`src/rtl/fcs_pkg.sv`:
```
package fcs_pkg;

  typedef enum logic [3:0] {
    ST_IDLE  = 4'd0,
    ST_PREP  = 4'd1,
    ST_CMD   = 4'd2,
    ST_ADDR  = 4'd3,
    ST_WAIT  = 4'd4,
    ST_RD    = 4'd5,
    ST_WR    = 4'd6,
    ST_DONE  = 4'd7,
    ST_RDEND = 4'd8
  } seq_state_e;

  localparam int TRIG_LSB  = 18;
  localparam int TRIG_MSB  = 31;
  localparam int NUM_TRIG  = TRIG_MSB - TRIG_LSB + 1;
  localparam int SEL_W     = $clog2(NUM_TRIG);
  localparam int MARK_POS  = 17;
  localparam int LEN_W     = 8;
  localparam int CNT_W     = LEN_W + 1;
  localparam int ADDR_BYTES = 3;

  // trigger index = word bit - TRIG_LSB
  localparam int IX_USER  = 0;
  localparam int IX_HPM   = 1;
  localparam int IX_WAKE  = 2;
  localparam int IX_SLEEP = 3;
  localparam int IX_CHIP  = 4;
  localparam int IX_BLK   = 5;
  localparam int IX_SEC   = 6;
  localparam int IX_PROG  = 7;
  localparam int IX_WSTAT = 8;
  localparam int IX_RSTAT = 9;
  localparam int IX_RID   = 10;
  localparam int IX_WDIS  = 11;
  localparam int IX_WEN   = 12;
  localparam int IX_READ  = 13;

  localparam logic [7:0] OPC_READ  = 8'h03;
  localparam logic [7:0] OPC_WEN   = 8'h06;
  localparam logic [7:0] OPC_WDIS  = 8'h04;
  localparam logic [7:0] OPC_RID   = 8'h9F;
  localparam logic [7:0] OPC_RSTAT = 8'h05;
  localparam logic [7:0] OPC_WSTAT = 8'h01;
  localparam logic [7:0] OPC_PROG  = 8'h02;
  localparam logic [7:0] OPC_SEC   = 8'h20;
  localparam logic [7:0] OPC_BLK   = 8'h52;
  localparam logic [7:0] OPC_CHIP  = 8'hC7;
  localparam logic [7:0] OPC_SLEEP = 8'hB9;
  localparam logic [7:0] OPC_WAKE  = 8'hAB;
  localparam logic [7:0] OPC_HPM   = 8'hA3;

  typedef struct packed {
    logic [7:0]       opcode;
    logic             use_addr;
    logic [3:0]       dummy;
    logic             rd;
    logic             wr;
    logic [CNT_W-1:0] nbytes;
  } op_desc_t;

endpackage

```
`src/rtl/fcs_cmd_reg.sv`:
```
module fcs_cmd_reg
  import fcs_pkg::*;
(
  input  logic                clk,
  input  logic                rst,
  input  logic                wr_en,
  input  logic [31:0]         wdata,
  input  logic                busy,
  input  logic                clr,
  output logic [NUM_TRIG-1:0] trig,
  output logic                mark,
  output logic                any,
  output logic [SEL_W-1:0]    sel
);

  logic accept;
  assign accept = wr_en && !busy && !any;
  assign any    = |trig;

  always_ff @(posedge clk) begin
    if (rst) begin
      trig <= '0;
      mark <= 1'b0;
    end else if (clr) begin
      trig <= '0;
      mark <= 1'b0;
    end else if (accept) begin
      trig <= wdata[TRIG_MSB:TRIG_LSB];
      mark <= wdata[MARK_POS] & wdata[TRIG_LSB];
    end
  end

  // ascending scan: the last set bit found is the highest and wins
  always_comb begin
    sel = '0;
    for (int i = 0; i < NUM_TRIG; i++) begin
      if (trig[i]) sel = i[SEL_W-1:0];
    end
  end

  // a write while pending or busy leaves the command word unchanged
  a_r6_ignore_busy: assert property (@(posedge clk) disable iff (rst)
    (wr_en && (busy || any) && !clr) |=> $stable(trig) && $stable(mark));

  // the marker never stands without the user trigger
  a_r13_mark_needs_user: assert property (@(posedge clk) disable iff (rst)
    mark |-> trig[IX_USER]);

  // completion clears every field
  a_r4_clear_all: assert property (@(posedge clk) disable iff (rst)
    clr |=> (trig == '0) && !mark);

endmodule

```
`src/rtl/fcs_decode.sv`:
```
module fcs_decode
  import fcs_pkg::*;
(
  input  logic [SEL_W-1:0] sel,
  input  logic [LEN_W-1:0] len_m1,
  input  logic [7:0]       usr_opcode,
  input  logic             usr_addr_en,
  input  logic [3:0]       usr_dummy,
  input  logic             usr_data_en,
  input  logic             usr_data_wr,
  output op_desc_t         desc
);

  logic [CNT_W-1:0] len_cnt;
  assign len_cnt = {1'b0, len_m1} + CNT_W'(1);

  always_comb begin
    desc = '0;
    case (int'(sel))
      IX_READ:  begin desc.opcode = OPC_READ;  desc.use_addr = 1'b1;
                      desc.rd = 1'b1; desc.nbytes = len_cnt; end
      IX_WEN:   desc.opcode = OPC_WEN;
      IX_WDIS:  desc.opcode = OPC_WDIS;
      IX_RID:   begin desc.opcode = OPC_RID;   desc.rd = 1'b1;
                      desc.nbytes = CNT_W'(3); end
      IX_RSTAT: begin desc.opcode = OPC_RSTAT; desc.rd = 1'b1;
                      desc.nbytes = CNT_W'(1); end
      IX_WSTAT: begin desc.opcode = OPC_WSTAT; desc.wr = 1'b1;
                      desc.nbytes = CNT_W'(1); end
      IX_PROG:  begin desc.opcode = OPC_PROG;  desc.use_addr = 1'b1;
                      desc.wr = 1'b1; desc.nbytes = len_cnt; end
      IX_SEC:   begin desc.opcode = OPC_SEC;   desc.use_addr = 1'b1; end
      IX_BLK:   begin desc.opcode = OPC_BLK;   desc.use_addr = 1'b1; end
      IX_CHIP:  desc.opcode = OPC_CHIP;
      IX_SLEEP: desc.opcode = OPC_SLEEP;
      IX_WAKE:  desc.opcode = OPC_WAKE;
      IX_HPM:   desc.opcode = OPC_HPM;
      default: begin
        desc.opcode   = usr_opcode;
        desc.use_addr = usr_addr_en;
        desc.dummy    = usr_dummy;
        desc.rd       = usr_data_en & ~usr_data_wr;
        desc.wr       = usr_data_en & usr_data_wr;
        desc.nbytes   = usr_data_en ? len_cnt : '0;
      end
    endcase
  end

endmodule

```
`src/rtl/fcs_shifter.sv`:
```
module fcs_shifter #(
  parameter int HALF_DIV = 2
) (
  input  logic       clk,
  input  logic       rst,
  input  logic       start,
  input  logic [7:0] tx,
  input  logic [3:0] nbits,
  input  logic       miso,
  output logic       sclk,
  output logic       mosi,
  output logic [7:0] rx,
  output logic       done,
  output logic [3:0] mst_st
);

  localparam int DIV_W = $clog2(HALF_DIV + 1);
  localparam logic [DIV_W-1:0] DIV_LAST = DIV_W'(HALF_DIV - 1);

  logic             active;
  logic [DIV_W-1:0] divcnt;
  logic [3:0]       bitcnt;
  logic [7:0]       sh;

  always_ff @(posedge clk) begin
    if (rst) begin
      active <= 1'b0;
      divcnt <= '0;
      bitcnt <= '0;
      sh     <= '0;
      rx     <= '0;
      sclk   <= 1'b0;
      mosi   <= 1'b0;
      done   <= 1'b0;
    end else begin
      done <= 1'b0;
      if (start) begin
        active <= 1'b1;
        sh     <= tx;
        mosi   <= tx[7];
        bitcnt <= nbits;
        divcnt <= '0;
        sclk   <= 1'b0;
      end else if (active) begin
        if (divcnt == DIV_LAST) begin
          divcnt <= '0;
          if (!sclk) begin
            sclk <= 1'b1;
            rx   <= {rx[6:0], miso};
          end else begin
            sclk   <= 1'b0;
            bitcnt <= bitcnt - 4'd1;
            if (bitcnt == 4'd1) begin
              active <= 1'b0;
              done   <= 1'b1;
            end else begin
              sh   <= {sh[6:0], 1'b0};
              mosi <= sh[6];
            end
          end
        end else begin
          divcnt <= divcnt + DIV_W'(1);
        end
      end
    end
  end

  assign mst_st = !active ? 4'd0 : (sclk ? 4'd2 : 4'd1);

  // the clock rests low outside a transfer
  a_r10_sclk_rest_low: assert property (@(posedge clk) disable iff (rst)
    !active |-> !sclk);

  // data never moves while the clock is high
  a_r10_mosi_hold_high: assert property (@(posedge clk) disable iff (rst)
    sclk |-> $stable(mosi));

endmodule

```
`src/rtl/fcs_seq.sv`:
```
module fcs_seq
  import fcs_pkg::*;
#(
  parameter int HALF_DIV = 2
) (
  input  logic        clk,
  input  logic        rst,
  input  logic        go,
  input  op_desc_t    desc_in,
  input  logic [23:0] addr,
  input  logic [7:0]  wr_byte,
  input  logic        sh_done,
  input  logic [7:0]  sh_rx,
  output seq_state_e  state,
  output logic        cs_n,
  output logic        sh_start,
  output logic [7:0]  sh_tx,
  output logic [3:0]  sh_nbits,
  output logic [7:0]  rd_byte,
  output logic        rd_valid,
  output logic [7:0]  wr_idx,
  output logic        op_done
);

  localparam int DWELL   = 2 * HALF_DIV;
  localparam int DWELL_W = $clog2(DWELL + 1);
  localparam int ACNT_W  = $clog2(ADDR_BYTES + 1);

  op_desc_t          desc;
  logic [23:0]       addr_q;
  logic [ACNT_W-1:0] addr_cnt;
  logic [CNT_W-1:0]  byte_cnt;
  logic [DWELL_W-1:0] dwell;

  seq_state_e after_wait, after_addr, after_cmd, tgt;
  logic [ACNT_W-1:0] aidx;
  logic [7:0]        l_tx;
  logic [3:0]        l_bits;

  always_comb begin
    after_wait = (desc.nbytes != '0 && desc.rd) ? ST_RD :
                 (desc.nbytes != '0 && desc.wr) ? ST_WR : ST_DONE;
    after_addr = (desc.dummy != '0) ? ST_WAIT : after_wait;
    after_cmd  = desc.use_addr ? ST_ADDR : after_addr;
    case (state)
      ST_CMD:  tgt = after_cmd;
      ST_ADDR: tgt = (addr_cnt == ACNT_W'(ADDR_BYTES)) ? after_addr : ST_ADDR;
      ST_WAIT: tgt = after_wait;
      ST_RD:   tgt = (byte_cnt == CNT_W'(1)) ? ST_RDEND : ST_RD;
      ST_WR:   tgt = (byte_cnt == CNT_W'(1)) ? ST_DONE : ST_WR;
      default: tgt = state;
    endcase
    aidx = (state == ST_CMD) ? '0 : addr_cnt;
    l_bits = 4'd8;
    l_tx   = 8'h00;
    case (tgt)
      ST_ADDR: begin
        case (int'(aidx))
          0:       l_tx = addr_q[23:16];
          1:       l_tx = addr_q[15:8];
          default: l_tx = addr_q[7:0];
        endcase
      end
      ST_WAIT: l_bits = desc.dummy;
      ST_WR:   l_tx   = wr_byte;
      default: ;
    endcase
  end

  assign op_done = (state == ST_DONE) && (dwell == DWELL_W'(DWELL - 1));

  always_ff @(posedge clk) begin
    if (rst) begin
      state    <= ST_IDLE;
      cs_n     <= 1'b1;
      desc     <= '0;
      addr_q   <= '0;
      addr_cnt <= '0;
      byte_cnt <= '0;
      dwell    <= '0;
      sh_start <= 1'b0;
      sh_tx    <= '0;
      sh_nbits <= '0;
      rd_byte  <= '0;
      rd_valid <= 1'b0;
      wr_idx   <= '0;
    end else begin
      sh_start <= 1'b0;
      rd_valid <= 1'b0;
      case (state)
        ST_IDLE: begin
          if (go) begin
            desc     <= desc_in;
            addr_q   <= addr;
            addr_cnt <= '0;
            wr_idx   <= '0;
            cs_n     <= 1'b0;
            state    <= ST_PREP;
          end
        end
        ST_PREP: begin
          sh_start <= 1'b1;
          sh_tx    <= desc.opcode;
          sh_nbits <= 4'd8;
          state    <= ST_CMD;
        end
        ST_CMD, ST_ADDR, ST_WAIT, ST_RD, ST_WR: begin
          if (sh_done) begin
            if (state == ST_RD) begin
              rd_valid <= 1'b1;
              rd_byte  <= sh_rx;
            end
            state <= tgt;
            if (tgt == ST_DONE) begin
              dwell <= '0;
            end else if (tgt != ST_RDEND) begin
              sh_start <= 1'b1;
              sh_tx    <= l_tx;
              sh_nbits <= l_bits;
            end
            if (tgt == ST_ADDR) addr_cnt <= addr_cnt + ACNT_W'(1);
            if (tgt == ST_WR)   wr_idx   <= wr_idx + 8'd1;
            if (tgt != state) byte_cnt <= desc.nbytes;
            else              byte_cnt <= byte_cnt - CNT_W'(1);
          end
        end
        ST_RDEND: begin
          dwell <= '0;
          state <= ST_DONE;
        end
        ST_DONE: begin
          if (op_done) begin
            cs_n  <= 1'b1;
            state <= ST_IDLE;
          end else begin
            dwell <= dwell + DWELL_W'(1);
          end
        end
        default: state <= ST_IDLE;
      endcase
    end
  end

  // the chip is selected exactly while the sequencer is away from idle
  a_r11_select_span: assert property (@(posedge clk) disable iff (rst)
    cs_n == (state == ST_IDLE));

  // the read-data-end phase only follows the read-data phase
  a_r8_end_after_read: assert property (@(posedge clk) disable iff (rst)
    (state == ST_RDEND) |-> ($past(state) == ST_RD));

  // the phase code stays inside the documented set
  a_r2_legal_phase: assert property (@(posedge clk) disable iff (rst)
    state <= ST_RDEND);

endmodule

```
`src/rtl/flash_cmd_seq.sv`:
```
module flash_cmd_seq
  import fcs_pkg::*;
#(
  parameter int HALF_DIV = 2
) (
  input  logic        clk,
  input  logic        rst,
  input  logic        cmd_wr,
  input  logic [31:0] cmd_wdata,
  output logic [31:0] cmd_rdata,
  input  logic [23:0] op_addr,
  input  logic [7:0]  op_len_m1,
  input  logic [7:0]  usr_opcode,
  input  logic        usr_addr_en,
  input  logic [3:0]  usr_dummy,
  input  logic        usr_data_en,
  input  logic        usr_data_wr,
  output logic [7:0]  wr_idx,
  input  logic [7:0]  wr_byte,
  output logic [7:0]  rd_byte,
  output logic        rd_valid,
  output logic        spi_sclk,
  output logic        spi_cs_n,
  output logic        spi_mosi,
  input  logic        spi_miso
);

  logic [NUM_TRIG-1:0] trig;
  logic                mark, any, op_done, busy, go;
  logic [SEL_W-1:0]    sel;
  op_desc_t            desc;
  seq_state_e          state;
  logic                sh_start, sh_done;
  logic [7:0]          sh_tx, sh_rx;
  logic [3:0]          sh_nbits, mst_st;

  assign busy = (state != ST_IDLE);
  assign go   = any && !busy;

  fcs_cmd_reg u_reg (
    .clk(clk), .rst(rst), .wr_en(cmd_wr), .wdata(cmd_wdata),
    .busy(busy), .clr(op_done), .trig(trig), .mark(mark),
    .any(any), .sel(sel)
  );

  fcs_decode u_dec (
    .sel(sel), .len_m1(op_len_m1), .usr_opcode(usr_opcode),
    .usr_addr_en(usr_addr_en), .usr_dummy(usr_dummy),
    .usr_data_en(usr_data_en), .usr_data_wr(usr_data_wr), .desc(desc)
  );

  fcs_seq #(.HALF_DIV(HALF_DIV)) u_seq (
    .clk(clk), .rst(rst), .go(go), .desc_in(desc), .addr(op_addr),
    .wr_byte(wr_byte), .sh_done(sh_done), .sh_rx(sh_rx), .state(state),
    .cs_n(spi_cs_n), .sh_start(sh_start), .sh_tx(sh_tx),
    .sh_nbits(sh_nbits), .rd_byte(rd_byte), .rd_valid(rd_valid),
    .wr_idx(wr_idx), .op_done(op_done)
  );

  fcs_shifter #(.HALF_DIV(HALF_DIV)) u_shift (
    .clk(clk), .rst(rst), .start(sh_start), .tx(sh_tx), .nbits(sh_nbits),
    .miso(spi_miso), .sclk(spi_sclk), .mosi(spi_mosi), .rx(sh_rx),
    .done(sh_done), .mst_st(mst_st)
  );

  assign cmd_rdata = {trig, mark, 9'd0, state, mst_st};

  // deselected link keeps its clock low
  a_r10_idle_clock: assert property (@(posedge clk) disable iff (rst)
    spi_cs_n |-> !spi_sclk);

endmodule

```
`config.mk`:
```
export PLATFORM = sky130hd
export DESIGN_NAME = flash_cmd_seq
export DESIGN_NICKNAME = d
export VERILOG_FILES = /design/src/rtl/fcs_pkg.sv /design/src/rtl/fcs_cmd_reg.sv /design/src/rtl/fcs_decode.sv /design/src/rtl/fcs_shifter.sv /design/src/rtl/fcs_seq.sv /design/src/rtl/flash_cmd_seq.sv
export SDC_FILE = /design/constraint.sdc
export NUM_CORES = 1
export LEC_CHECK = 0
export ABC_AREA = 0
export ABC_CLOCK_PERIOD_IN_PS = 2500
export BUFFER_PORTS_ARGS = -buffer_cell sky130_fd_sc_hd__clkbuf_2
export CAP_MARGIN = 15
export CORE_MARGIN = 1.5
export CORE_UTILIZATION = 50
export DETAILED_ROUTE_END_ITERATION = 10
export GPL_TIMING_DRIVEN = 0
export PLACE_DENSITY_LB_ADDON = 0.08
export SLEW_MARGIN = 20
export SYNTH_ARGS = -nofsm -noshare
export SYNTH_HDL_FRONTEND = slang
export SYNTH_SLANG_ARGS = --single-unit
```
`constraint.sdc`:
```
create_clock -name clk -period 2.5 [get_ports clk]
set_input_delay 0.5 -clock clk [delete_from_list [all_inputs] [get_ports clk]]
set_output_delay 0.5 -clock clk [all_outputs]
set_load 0.02 [all_outputs]
```
# [After elaboration in Yosys (flattened, before gate mapping)]
# Cells that the tools add are included.
# Widths: inputs -> output; s select.
[word_totals] wordCells=226 in_bits=91 regBits=137
[classes] n_addsub=7 bitwise=10 n_eq_ne=43 n_reduce_logical=49 n_mux=89
[op_table] cell="$pmux 8 s13" n=1
[op_table] cell="$mux 4" n=24
[op_table] cell="$pmux 8 s2" n=4
[op_table] cell="$mux 8" n=6
[op_table] cell="$eq 4x3->1 const B" n=11
[op_table] cell="$pmux 4 s5" n=2
[op_table] cell="$pmux 9 s4" n=1
[op_table] cell="$mux 7" n=5
[op_table] cell="$eq 4x4->1 const B" n=7
[op_table] cell="$reduce_and 4->1" n=6
[op_table] cell="$mux 1" n=21
[op_table] cell="$mux 3" n=7
[op_table] cell="$eq 4x2->1 const B" n=5
[op_table] cell="$mux 9" n=2
[op_table] cell="$mux 2" n=8
[op_table] cell="$reduce_or 14->1" n=1
[op_table] cell="$reduce_or 13->1" n=1
[op_table] cell="$eq 4x1->1 const B" n=3
[op_table] cell="$reduce_and 3->1" n=4
[op_table] cell="$reduce_bool 2->1" n=6
[op_table] cell="$reduce_or 11->1" n=1
[op_table] cell="$ne 2x1->1 const B" n=5
[op_table] cell="$ne 2x2->1 const B" n=5
[op_table] cell="$pmux 1 s2" n=5
[op_table] cell="32 further kinds" n=57

# [Depth between registers and ports, before layout]
[depth] word_depth=16 ltp_mapped=10

# [Hierarchy]
# A second synthesis with hierarchy kept.
[unflattened] hier_cells=929 hier_area_um2=7370.8
[by_module_without_submodules] mod="fcs_seq" cells_per_inst=602 area_each_um2=4734.5 n_inst=1
[by_module_without_submodules] mod="fcs_shifter" cells_per_inst=136 area_each_um2=1209.9 n_inst=1
[by_module_without_submodules] mod="fcs_decode" cells_per_inst=116 area_each_um2=686.9 n_inst=1
[by_module_without_submodules] mod="fcs_cmd_reg" cells_per_inst=61 area_each_um2=639.4 n_inst=1
[by_module_without_submodules] mod="flash_cmd_seq" cells_per_inst=14 area_each_um2=100.1 n_inst=1

# [Worst setup path after synthesis]
# No wires, ideal clock.
[synth_path] kind="register -> register" start="reg u_seq.state[1]" end="reg u_seq.byte_cnt[7]" slack_ns=-0.181 path_stages_with_launch=10 t_arrival_ns=2.586 required_ns=2.405 setup_ns=0.095 path_buffers=3 synth_period_minus_slack_ns=2.681 cell_sequence="dfxtp_1 buf_2 or3b_1 clkbuf_1 or3_1 o21a_1 a221oi_2 buf_2 o21ai_0 a221oi_1"
[synth_via] elab_chain_cells=4
[synth_rtl] item="start: declaration" line_no="fcs_seq.sv:14" text="output seq_state_e state,"
[synth_rtl] item="start signal: assignment" line_no="fcs_seq.sv:113" text="state <= tgt;"
[synth_rtl] item="$eq 4x3->1 / $eq 4x2->1 (equally long branches)" line_no="fcs_seq.sv:45, fcs_seq.sv:90"
[synth_rtl] item="$pmux 4 s5" line_no="fcs_seq.sv:45" text="case (state)"
[synth_rtl] item="$ne 4x4->1" line_no="fcs_seq.sv:123" text="if (tgt != state) byte_cnt <= desc.nbytes;"
[synth_rtl] item="$mux 9" line_no="fcs_seq.sv:123"
[synth_rtl] item="end signal: assignment" line_no="fcs_seq.sv:123"
[synth_rtl] item="end signal: assignment" line_no="fcs_seq.sv:124" text="else byte_cnt <= byte_cnt - CNT_W'(1);"
[synth_rtl] item="end: declaration" line_no="fcs_seq.sv:32" text="logic [CNT_W-1:0] byte_cnt;"
# Several ways; a longest one is shown, not always the timed one.
# A chain may end at the register's enable or synchronous reset.

# [Worst setup path in the final report]
[layout_path] start="reg u_seq.byte_cnt[1]" end="reg u_seq.sh_nbits[0]"
[layout_via] elab_chain_cells=9
[layout_rtl] item="$eq 9x1->1 *" line_no="fcs_seq.sv:49, fcs_seq.sv:50"
[layout_rtl] item="$mux 1 / $mux 4 (equally long branches)" line_no="fcs_seq.sv:50, fcs_seq.sv:49"
[layout_rtl] item="$pmux 4 s5 *" line_no="fcs_seq.sv:45"
[layout_rtl] item="$eq 4x3->1" line_no="fcs_seq.sv:56" text="case (tgt)"
[layout_rtl] item="$mux 4" line_no="fcs_seq.sv:56"
[layout_rtl] item="$mux 4" line_no="fcs_seq.sv:116" text="end else if (tgt != ST_RDEND) begin"
[layout_rtl] item="$mux 4" line_no="fcs_seq.sv:114" text="if (tgt == ST_DONE) begin"
[layout_rtl] item="$mux 4" line_no="fcs_seq.sv:108" text="if (sh_done) begin"
[layout_rtl] item="$pmux 4 s2" line_no="fcs_seq.sv:90" text="case (state)"
[layout_rtl] item="end signal: assignment" line_no="fcs_seq.sv:119" text="sh_nbits <= l_bits;"
[layout_rtl] item="end: declaration" line_no="fcs_seq.sv:18" text="output logic [3:0] sh_nbits,"
# Every way passes the cells marked *; elsewhere a longest branch is shown, timed or not. The select of a mux whose other input is x is not followed.

==> qor.txt <==
Clk Latency, worst-skew pair - 0.43 ns
Antenna Violating Nets Remaining - 0
kind of critical path - flop to flop
CP top delay family - compound AO/OA/AOI/OAI gates
Synth Register Bits - 137
fin worst setup slack - -0.189 ns
Core Area - 13400 um^2
Via-to-Cell Ratio - 5.85
status - complete, but fails checks
chip height - 121 um
slowest CP cell - or4b_4
clock share of power - 20.8%
Max-Cap Viols - 0
first-pass GRT wire length - 32900 um
vias in the first global route - 6582
Post-DP Area - 7850 um^2
1st-iter DRT viols - 492
Final #Nets - 1140
die footprint - 14600 um^2
WL/cell - 17.2 um
Layout Skew - 0.00814 ns
fin crit period - 2.69 ns
FFs w/ async S/R, synth - 0%
IO Pins - 143
ant diodes - 0
Final Setup Violations - 19
Mean Syn Cell Area - 7.98 um^2
Worst Path Required - 2.82 ns
Tcrit/Tclk final - 108%
post-synthesis adder-cell area fraction - 1.62%
slew margin rel. - 44.7%
hold buffer count at CTS - 0
worst slew pin tran - 0.830 ns
largest net degree at the start of global routing - 17
Critical Path, Cell by Cell - inv_2, ha_4, or4b_4, o41ai_4, o221ai_4, nor3b_1, a211o_1, and2_1, a22o_1
switching power share of the total - 44.2%
Critical path buffers and inverters - 1
fill cell count - 1152
final hold vios - 0
Worst Path Arrival - 3.01 ns
number of port buffers - 114
Sinks on Clock Net - 137
ys flop type - dfxtp_1
DIE WIDTH - 121 um
max-slew violations - 0
number of flops mapped to enable cells by yosys - 0
DRC - 0
Net Sw Power - 0.00578 W
failing checks - negative setup slack
initial antenna violation count - 0
Clock Path Buffers - 2
part of the power in registers - 23.8%
largest family of logic cells by synthesized area - compound AO/OA/AOI/OAI gates
Synth Area in Simple Gates - 22.5%
crit-path max cell delay - 0.48 ns
Peak Freq - 372 MHz
Seq/Total Area, Yosys - 39.5%
Seq. cell area - 2760 um^2
mux share of post-synthesis cell area - 4.84%
Clock Tree Root - clkbuf_16
RSZ-0062 raised after global routing - yes
Yosys warnings - 0
Logic pwr share - 55.4%
Synth Area in XOR/XNOR - 1.89%
Synth-to-Final Area Change - 30.3%
routability cong. - 0.940
drt pass-1 iters - 5
internal power - 0.00731 W
Pwr per Cell Area - 1450 nW/um^2
total negative slack - -2.42 ns
nature of the critical path startpoint - flop
Overall Global Routing Usage - 28.7%
CTS H-Tree Depth - 4
synthesized area - 6950 um^2
Compound-Gate Fraction of Synth Area - 24.1%
Synth cell types - 75
layout cells sized above 1 - 26.1%
Tightest Hold Check Type - input port to flop
Leak Pwr - 3.65 nW
Clock transition at path regs - 0.06 ns
Post-DP HPWL - 14700 um
via count - 7193
cell count after synthesis - 871
Multi-input gate area - 4180 um^2
CTS Buf Count - 17
CTS tree - yes
Starting Density - 51.9%
number of core rows - 42
GRT Residual Overflow - 0
Worst VDD drop - 0.996 mV
critical path peak fanout - 5
Final Cell Area - 9060 um^2
crit end category - flop
Total Wirelength - 21100 um
[worst paths after layout]
path	from	endpoint	slack, ns	cells after the start
worst max-delay path	u_seq.byte_cnt[1]	u_seq.sh_nbits[0]	-0.19	9
worst max register to register	u_seq.byte_cnt[1]	u_seq.sh_nbits[0]	-0.19	9
worst min register to register	u_seq.addr_q[10]	u_seq.addr_q[10]	0.45	2
worst min-delay path	op_addr[10]	u_seq.addr_q[10]	0.29	3
[cell families after synthesis]
logic type | Yosys count
other | 1
muxes | 33
buffers and inverters | 86
DFF | 137
adders and majority gates | 9
AOI/OAI and AO/OA | 256
xor gates and xnor gates | 15
and+or+nand+nor | 334
[power groups by stage]
stage / combinational, W / sequential [W] / clock, W
2_1_floorplan: 0.00427 / 0.00306 / 0
3_3_place_gp: 0.00584 / 0.00306 / 0
3_5_place_dp: 0.00586 / 0.00307 / 0
4_1_cts: 0.00648 / 0.00306 / 0.00273
5_1_grt: 0.00784 / 0.00317 / 0.00284
6_report: 0.00726 / 0.00312 / 0.00272
[worst reg2reg max path: cells and delay by family (launching register included)]
kind	cells	cell delay (ns)
compound gates	4	1.16
simple gates	3	0.88
flops	1	0.33
buf+inv	1	0.08
fa+ha+maj	1	0.13
[per-layer routing]
layer,GRT usage [%],vias up,wire length (um)
met5,0,-,0
met4,8.01,0,427
met3,7.75,50,1530
met2,46.9,301,9970
met1,37.4,3380,9170
li1,-,3462,-
[sequential cells by signal (all words and copies together), names as in the netlist, 7 cells and up]
name	flops
u_shift.rx	8
u_seq.desc	24
u_seq.sh_tx	8
u_seq.byte_cnt	9
u_seq.wr_idx	8
u_shift.sh	7
u_seq.rd_byte	8
u_reg.trig	14
u_seq.addr_q	24
[area by class of cell]
class,instances,area share [%]
sequential,137,30.5
clock buffer,22,5.25
buffer,58,3.55
tap,176,2.43
timing repair buffer,146,9.34
clock inverter,10,1.82
inverter,22,0.912
multi-input combinational,658,46.2
[cell usage in the layout, fill, tap and decap left out, types with 6 or more instances in the layout]
cell,instances
dfxtp_1,130
clkbuf_2,121
nand2_1,113
a21oi_1,95
nor2_1,89
o21ai_0,38
buf_4,38
mux2i_1,28
clkbuf_1,27
nand3_1,26
inv_1,21
clkbuf_16,18
nand2b_1,14
nor3_1,14
a211oi_1,12
and2_1,11
o22ai_1,11
conb_1,11
buf_6,10
a31oi_1,9
xor2_1,8
ha_1,8
nor4_4,7
o211ai_1,7
xnor2_1,7
o221ai_1,7
nor2b_1,6
nor4_1,6
o21ai_1,6
a221o_1,6
[synth_stat cells (13+ instances only)]
cell type  number  area share, %
inv_1          22            1.2
mux2i_1        28            4.0
clkbuf_1       38            2.1
dfxtp_1       137             39
nand3_1        30            2.2
nor3_1         16            1.2
nor2_1         94            5.1
a21oi_1        97            7.0
o21ai_0        46            3.3
nand2b_1       14            1.3
nand2_1       116            6.3
a211oi_1       13            1.4
[metrics by stage]
step | instances | hold WS, ns | util, % | setup slack, ns | total power (W)
global route | 1229 | 0.287 | 67.6 | -0.249 | 0.0138
CTS | 1218 | 0.286 | 65.7 | -0.236 | 0.0123
global placement | 1171 | 0.439 | 58.6 | -0.715 | 0.00890
finish | 1229 | 0.290 | 67.6 | -0.189 | 0.0131
detailed placement | 1171 | 0.445 | 58.6 | -0.706 | 0.00893
floorplan | 881 | 0.431 | - | -0.00796 | 0.00733
[repair_timing]
item,4_1_cts,5_1_grt
setup endpoints to repair,102,94
pin swaps,22,20
setup buffers,17,13
resized for setup,49,53
gates cloned,1,1
Power figures use the tool's default switching activity.
